`src/rtl/shmem_arb_pkg.sv`:
```
package shmem_arb_pkg;
    localparam int ADDR_W  = 24;
    localparam int ROM_AW  = 22;
    localparam int WRAM_AW = 18;
    localparam int IRAM_AW = 11;
    localparam int OFF_W   = ROM_AW;
    localparam int NUM_RGN = 3;

    typedef enum logic [1:0] {
        RGN_NONE = 2'd0,
        RGN_ROM  = 2'd1,
        RGN_WRAM = 2'd2,
        RGN_IRAM = 2'd3
    } rgn_e;
endpackage

```
`src/rtl/shmem_addr_dec.sv`:
```
module shmem_addr_dec
    import shmem_arb_pkg::*;
(
    input  logic [ADDR_W-1:0] addr,
    output rgn_e              rgn,
    output logic [OFF_W-1:0]  off
);
    logic [7:0]  bank;
    logic [15:0] ofs;
    logic        low_bank;

    assign bank     = addr[23:16];
    assign ofs      = addr[15:0];
    assign low_bank = !bank[6];

    always_comb begin
        rgn = RGN_NONE;
        off = '0;
        if (bank[7:6] == 2'b11) begin
            rgn = RGN_ROM;
            off = addr[OFF_W-1:0];
        end else if (low_bank && ofs[15]) begin
            rgn = RGN_ROM;
            off = {1'b0, bank[5:0], ofs[14:0]};
        end else if (bank[7:2] == 6'b010000) begin
            rgn = RGN_WRAM;
            off = {{(OFF_W-WRAM_AW){1'b0}}, addr[WRAM_AW-1:0]};
        end else if (low_bank && ofs[15:13] == 3'b011) begin
            rgn = RGN_WRAM;
            off = {{(OFF_W-13){1'b0}}, ofs[12:0]};
        end else if (low_bank && ofs[15:11] == 5'b00110) begin
            rgn = RGN_IRAM;
            off = {{(OFF_W-IRAM_AW){1'b0}}, ofs[IRAM_AW-1:0]};
        end
    end
endmodule

```
`src/rtl/shmem_slot_gen.sv`:
```
module shmem_slot_gen #(
    parameter int RATIO = 4
) (
    input  logic clk,
    input  logic rst_n,
    output logic slot
);
    localparam int PW = (RATIO > 1) ? $clog2(RATIO) : 1;
    localparam logic [PW-1:0] LAST = PW'(RATIO - 1);

    logic [PW-1:0] phase_d, phase_q;

    always_comb begin
        phase_d = (phase_q == LAST) ? '0 : phase_q + 1'b1;
    end

    always_ff @(posedge clk or negedge rst_n) begin
        if (!rst_n) phase_q <= '0;
        else        phase_q <= phase_d;
    end

    assign slot = (phase_q == '0);

    AST_SLOT_RETURNS: assert property (@(posedge clk) disable iff (!rst_n)
        (phase_q == LAST) |=> slot);
    AST_SLOT_SINGLE: assert property (@(posedge clk) disable iff (!rst_n)
        slot |=> !slot);
endmodule

```
`src/rtl/shmem_coll_ctr.sv`:
```
module shmem_coll_ctr #(
    parameter int CNT_W = 8
) (
    input  logic             clk,
    input  logic             rst_n,
    input  logic             hit,
    output logic [CNT_W-1:0] count
);
    localparam logic [CNT_W-1:0] CNT_MAX = '1;

    logic [CNT_W-1:0] cnt_d, cnt_q;

    always_comb begin
        cnt_d = cnt_q;
        if (hit && cnt_q != CNT_MAX) cnt_d = cnt_q + 1'b1;
    end

    always_ff @(posedge clk or negedge rst_n) begin
        if (!rst_n) cnt_q <= '0;
        else        cnt_q <= cnt_d;
    end

    assign count = cnt_q;

    AST_CNT_STICKS: assert property (@(posedge clk) disable iff (!rst_n)
        (cnt_q == CNT_MAX) |=> (cnt_q == CNT_MAX));
    AST_CNT_UNIT_STEP: assert property (@(posedge clk) disable iff (!rst_n)
        (cnt_q != $past(cnt_q)) |-> (cnt_q == $past(cnt_q) + 1'b1));
endmodule

```
`src/rtl/shmem_region_arb.sv`:
```
module shmem_region_arb
    import shmem_arb_pkg::*;
#(
    parameter int DW    = 8,
    parameter int CNT_W = 8,
    parameter int RATIO = 4
) (
    input  logic               clk,
    input  logic               rst_n,
    input  logic               h_req,
    input  logic               h_we,
    input  logic [ADDR_W-1:0]  h_addr,
    input  logic [DW-1:0]      h_wdata,
    output logic [DW-1:0]      h_rdata,
    output logic               h_slot,
    input  logic               c_req,
    input  logic               c_we,
    input  logic [ADDR_W-1:0]  c_addr,
    input  logic [DW-1:0]      c_wdata,
    output logic [DW-1:0]      c_rdata,
    output logic               c_rdy,
    output logic               rom_en,
    output logic [ROM_AW-1:0]  rom_addr,
    input  logic [DW-1:0]      rom_rdata,
    output logic               wram_en,
    output logic               wram_we,
    output logic [WRAM_AW-1:0] wram_addr,
    output logic [DW-1:0]      wram_wdata,
    input  logic [DW-1:0]      wram_rdata,
    output logic               iram_en,
    output logic               iram_we,
    output logic [IRAM_AW-1:0] iram_addr,
    output logic [DW-1:0]      iram_wdata,
    input  logic [DW-1:0]      iram_rdata,
    output logic [CNT_W-1:0]   coll_rom_cnt,
    output logic [CNT_W-1:0]   coll_wram_cnt,
    output logic [CNT_W-1:0]   coll_iram_cnt
);
    typedef struct packed {
        logic [DW-1:0] h_rdata;
    } state_t;

    rgn_e             h_rgn, c_rgn;
    logic [OFF_W-1:0] h_off, c_off;
    logic             h_act, c_act, collide;
    logic [NUM_RGN-1:0] h_own, c_hit, c_own, r_en, r_we;
    logic [CNT_W-1:0] cnt [NUM_RGN];
    state_t           st_d, st_q;

    shmem_addr_dec u_hdec (.addr(h_addr), .rgn(h_rgn), .off(h_off));
    shmem_addr_dec u_cdec (.addr(c_addr), .rgn(c_rgn), .off(c_off));

    shmem_slot_gen #(.RATIO(RATIO)) u_slot (.clk(clk), .rst_n(rst_n), .slot(h_slot));

    assign h_act = h_slot && h_req && (h_rgn != RGN_NONE);
    assign c_act = c_req && (c_rgn != RGN_NONE);

    for (genvar gi = 0; gi < NUM_RGN; gi++) begin : g_rgn
        localparam rgn_e RG       = rgn_e'(gi + 1);
        localparam bit   WRITABLE = (gi != 0);

        assign h_own[gi] = h_act && (h_rgn == RG);
        assign c_hit[gi] = c_act && (c_rgn == RG);
        assign c_own[gi] = c_hit[gi] && !h_own[gi];
        assign r_en[gi]  = h_own[gi] ? (WRITABLE || !h_we)
                                     : (c_own[gi] && (WRITABLE || !c_we));
        assign r_we[gi]  = WRITABLE && (h_own[gi] ? h_we : (c_own[gi] && c_we));

        shmem_coll_ctr #(.CNT_W(CNT_W)) u_ctr (
            .clk(clk), .rst_n(rst_n),
            .hit(h_own[gi] && c_hit[gi]),
            .count(cnt[gi])
        );
    end

    assign collide = |(h_own & c_hit);
    assign c_rdy   = !collide;

    assign rom_en     = r_en[0];
    assign rom_addr   = h_own[0] ? h_off : c_off;
    assign wram_en    = r_en[1];
    assign wram_we    = r_we[1];
    assign wram_addr  = h_own[1] ? h_off[WRAM_AW-1:0] : c_off[WRAM_AW-1:0];
    assign wram_wdata = h_own[1] ? h_wdata : c_wdata;
    assign iram_en    = r_en[2];
    assign iram_we    = r_we[2];
    assign iram_addr  = h_own[2] ? h_off[IRAM_AW-1:0] : c_off[IRAM_AW-1:0];
    assign iram_wdata = h_own[2] ? h_wdata : c_wdata;

    assign coll_rom_cnt  = cnt[0];
    assign coll_wram_cnt = cnt[1];
    assign coll_iram_cnt = cnt[2];

    always_comb begin
        c_rdata = '0;
        if (c_act && !collide && !c_we) begin
            case (c_rgn)
                RGN_ROM:  c_rdata = rom_rdata;
                RGN_WRAM: c_rdata = wram_rdata;
                RGN_IRAM: c_rdata = iram_rdata;
                default:  c_rdata = '0;
            endcase
        end
    end

    always_comb begin
        st_d = st_q;
        if (h_slot && h_req && !h_we) begin
            case (h_rgn)
                RGN_ROM:  st_d.h_rdata = rom_rdata;
                RGN_WRAM: st_d.h_rdata = wram_rdata;
                RGN_IRAM: st_d.h_rdata = iram_rdata;
                default:  st_d.h_rdata = '0;
            endcase
        end
    end

    always_ff @(posedge clk or negedge rst_n) begin
        if (!rst_n) st_q <= '0;
        else        st_q <= st_d;
    end

    assign h_rdata = st_q.h_rdata;

    AST_STALL_IN_SLOT: assert property (@(posedge clk) disable iff (!rst_n)
        !c_rdy |-> h_slot);
    AST_STALL_ONE_CYCLE: assert property (@(posedge clk) disable iff (!rst_n)
        !c_rdy |=> c_rdy);
    AST_SPLIT_NO_STALL: assert property (@(posedge clk) disable iff (!rst_n)
        (h_act && c_act && h_rgn != c_rgn) |-> c_rdy);
    AST_UNDECODED_FREE: assert property (@(posedge clk) disable iff (!rst_n)
        (c_req && c_rgn == RGN_NONE) |-> (c_rdy && c_rdata == '0));
    AST_HRDATA_HOLD: assert property (@(posedge clk) disable iff (!rst_n)
        !$past(h_slot) |-> $stable(h_rdata));
endmodule

```
`config.mk`:
```
export PLATFORM = sky130hd
export DESIGN_NAME = shmem_region_arb
export DESIGN_NICKNAME = d
export VERILOG_FILES = /design/src/rtl/shmem_arb_pkg.sv /design/src/rtl/shmem_addr_dec.sv /design/src/rtl/shmem_slot_gen.sv /design/src/rtl/shmem_coll_ctr.sv /design/src/rtl/shmem_region_arb.sv
export SDC_FILE = /design/constraint.sdc
export NUM_CORES = 1
export LEC_CHECK = 0
export BUFFER_PORTS_ARGS = -buffer_cell sky130_fd_sc_hd__buf_2
export CAP_MARGIN = 20
export CORE_ASPECT_RATIO = 1.1
export CORE_MARGIN = 1
export CORE_UTILIZATION = 46
export CTS_CLUSTER_SIZE = 8
export DETAILED_ROUTE_END_ITERATION = 12
export PLACE_DENSITY = 0.83
export SLEW_MARGIN = 20
export SYNTH_ARGS = -nofsm -noshare
export SYNTH_HDL_FRONTEND = slang
export SYNTH_HIERARCHICAL = 1
export SYNTH_SLANG_ARGS = --single-unit
```
`constraint.sdc`:
```
create_clock -name clk -period 2.9 [get_ports clk]
set_clock_uncertainty 0.05 [all_clocks]
set_input_delay 0.29 -clock clk [delete_from_list [all_inputs] [get_ports clk]]
set_output_delay 0.29 -clock clk [all_outputs]
set_load 0.03 [all_outputs]
```
==> summary.md <==
| Metric | Value |
|---|---|
| Syn Area/Cell | `between 9 and 10 um^2` |
| Worst min path class | `in -> async` |
| Post-CTS Setup Repair Bufs | `0` |
| Maximum net fanout on the critical path | `14` |
| Worst Tran Pin Value | `764 ps` |
| Ys flop type | `dfrtp_1` |
| Final period util | `a little over nine tenths` |
| Slew Viols, Final | `0` |
| WP data arrival | `roughly 2500 ps` |
| Vias | `roughly 4,000` |
| Final GP Congestion | `~0.97` |
| Largest net degree at the start of global routing | `35` |
| RSZ-0062 raised after global routing | `false` |
| Initial DRT Pass Iterations | `5` |
| EDFF count, synth | `0` |
| I/O Pins | `between 200 and 250` |
| Setup crit end kind | `output port` |
| NetSw | `slightly above 0.6 mW` |
| CP Cell Sequence | `buf_2, mux2i_2, a21boi_4, inv_2, buf_4, xor2_1, o32ai_4, nor3_1, buf_2` |
| Final ANT Viol Nets | `0` |
| DR iter-0 viols | `~160` |
| Commonest cells after routing, fill and taps aside | `207 x buf_2, 55 x mux2_2, 34 x dfrtp_1, 28 x mux2_1, 25 x nand2_1` |
| DIE AREA | `~0.0084 mm^2` |
| P&R area growth vs syn | `33.6%` |
| Synthesis-stage register bit count | `34` |
| Drc violations | `0` |
| Nets in the synthesized netlist | `between 400 and 500` |
| Row cnt | `33` |
| Sw Share | `39.3%` |
| Normalized max-slew margin | `approximately 50%` |
| Worst reg-to-reg setup slack | `between 600 and 700 ps` |
| Antenna violations before repair | `0` |
| Post-DP HPWL | `9340 um` |
| Most common cell after layout, fill and taps aside | `buf_2` |
| CTS clock-pin slew for the worst setup and hold paths | `70 ps` |
| # hold bufs at CTS | `0` |
| Synth unique cells | `between 40 and 50` |
| Later-pin clock latency in the skew report | `between 200 and 300 ps` |
| Nature of the critical path startpoint | `input pin` |
| CTS Buf Count | `5` |
| Die width | `just under 90 um` |
| Max_cap viols | `0` |
| Starting Density | `48.5%` |
| Async S/R FF share, synth | `100%` |
| Ys Warns | `6` |
| N_diodes | `0` |
| Sinks on the clock net | `34` |
| H-tree Lvls | `2` |
| Max rail drop VDD | `0.172 mV` |
| P_int | `0.939 mW` |
| Clock power share | `a little under a quarter` |
| F_max | `roughly 360 MHz` |
| TNS Setup | `0 ps` |
| R2r startpoint | `u_slot/phase_q[0]` |
| Comb power frac | `about 43%` |
| Flop pwr share | `between 30% and 40%` |
| Final hold slack | `between 20 and 25 ps` |
| Port Buffers | `roughly 210` |
| Synth Cell Area | `~0.0037 mm^2` |
| Clock Path Buffers | `2` |
| Top cell by count, worst path | `buf_2` |
| Clock root buffer | `clkbuf_8` |
| Routed len/inst | `about 17 um` |
| CTS tree | `built` |
| Die Y-Extent | `roughly 96 um` |
| Fin. Hold Viols | `0` |
| Vias in the first global route | `approximately 3,700` |
| Detailed Route WL | `around 12,000 um` |
| Pwr/cell area | `about 310 mW/mm^2` |
| Static leakage | `between 2 and 3 nW` |
| CP max-delay cell | `mux2i_2` |
| Total Routing Usage GR | `between 20% and 30%` |
| Placeable Area | `around 0.0076 mm^2` |
| Share of cells above drive strength 1 | `between 50% and 60%` |
| Grt ovf | `0` |
| RR Endpoint | `g_rgn[1].u_ctr/count[5]` |
| # setup viols final | `0` |
| Seq/Total Area, Yosys | `between 20 and 25%` |
| Post-Syn Instances | `~380` |
| Final nets | `between 600 and 700` |
| Crit-path max cell delay | `around 370 ps` |
| Period minus WS final | `roughly 2800 ps` |
| Vias/cell | `between 5 and 6` |
| CTS resizes | `0` |
| Status | `completed` |
| Worst Reg2Reg Path Length in Cells | `7` |
| First-pass GRT wire length | `around 18,000 um` |
| CP Data Required Time | `roughly 2600 ps` |
| Setup CP Type | `in -> out` |
## layout make-up
class | instances | area [um^2]
clock inverter | 2 | 12.5
multi-input combinational | 309 | 2680
clock buffer | 6 | 82.6
fill | 648 | 2690
inverter | 11 | 41.3
sequential | 34 | 851
tap | 105 | 131
timing repair buffer | 222 | 1150
## critical path: cells and delay by family
| family | cells | cell delay, ps |
|---|---|---|
| compound gates | 2 | 440 |
| xor+xnor | 1 | 250 |
| buf+inv | 4 | 790 |
| mux | 1 | 370 |
| simple gates | 1 | 320 |
## registers in the layout (all words and copies together), names as in the netlist
name and flops:
u_slot/phase_q 2, h_rdata 8, g_rgn.u_ctr/count 24
## layer usage
metal  vias to the layer above  track usage (%)  share of wire [%]  routed length (um)
met3                        30             4.20                6.6                 768
met4                         0             9.97                2.9                 340
met1                      1899             30.5                 39                4570
met5                         -                0                  0                   0
met2                       211             51.6                 51                5970
li1                       1862                -                  -                   -
## logic make-up (layout without fill, tap and decap cells)
kind of cell	after synthesis	after routing	synth area share (%)
AO/OA/AOI/OAI	110	110	25.3
XOR/XNOR	7	7	1.66
adder cells (fa/ha/maj)	5	5	1.69
buffers and inverters	32	241	4.66
flip-flops	34	34	23.0
multiplexers	88	88	27.2
AND/OR/NAND/NOR	99	99	16.5
## Yosys cell counts, types with 2 or more instances
cell,instances,share of area [%]
mux2_2,55,17
dfrtp_1,34,23
mux2_1,28,8.5
nand2_1,25,2.5
a21boi_2,20,6.1
nand3_1,15,2.0
a21boi_0,13,2.6
a22oi_1,13,2.6
o21ai_0,13,1.8
buf_2,12,1.6
nor3_1,11,1.5
inv_1,9,0.91
a21oi_1,8,1.1
nor2_1,8,0.81
nor2b_1,7,1.2
o21a_1,7,1.4
a31oi_1,6,1.0
a41oi_1,6,1.4
nand4_1,6,1.0
and3_1,5,0.84
buf_6,5,1.5
ha_1,5,1.7
nor3b_1,5,1.0
a22o_1,4,0.95
xor2_1,4,0.95
a221oi_1,3,0.71
a311oi_2,3,1.2
and3_4,3,0.91
and4_4,3,0.91
clkbuf_1,3,0.30
mux2_4,3,1.2
nand3_2,3,0.81
o211ai_1,3,0.61
o21ai_2,3,0.71
xnor2_1,3,0.71
a21boi_4,2,1.0
a31oi_2,2,0.68
a32o_1,2,0.54
inv_2,2,0.20
mux2i_2,2,0.74
nor4_4,2,1.1
nor4bb_1,2,0.54
## power by group through the flow
stage | Sequential [mW] | Clock, mW | Combinational (mW)
2_1_floorplan | 0.576 | 0 | 0.382
3_3_place_gp | 0.525 | 0 | 0.643
3_5_place_dp | 0.528 | 0 | 0.662
4_1_cts | 0.519 | 0.371 | 0.663
5_1_grt | 0.521 | 0.390 | 0.709
6_report | 0.518 | 0.364 | 0.663
## worst max path at each step
stage	from	cells past startpoint	endpoint
CTS	h_addr[22]	9	c_rdata[2]
global placement	h_addr[22]	9	c_rdata[3]
finish	h_addr[22]	9	c_rdata[2]
floorplan	h_addr[22]	12	g_rgn[1].u_ctr/count[5]
detailed placement	h_addr[22]	9	c_rdata[2]
global route	h_addr[22]	9	c_rdata[2]
## stage by stage
step / util (%) / cell area, um^2 / cells / total power, mW / worst slack [ps]
2_1_floorplan: - / 3700 / 375 / 0.958 / 151
3_3_place_gp: 63.5 / 4850 / 681 / 1.17 / 178
3_5_place_dp: 63.5 / 4850 / 681 / 1.19 / 126
4_1_cts: 64.8 / 4950 / 689 / 1.55 / 114
5_1_grt: 64.8 / 4950 / 689 / 1.62 / 19.2
6_report: 64.8 / 4950 / 689 / 1.55 / 98.7
No activity file was read; power rests on OpenSTA's default activity.
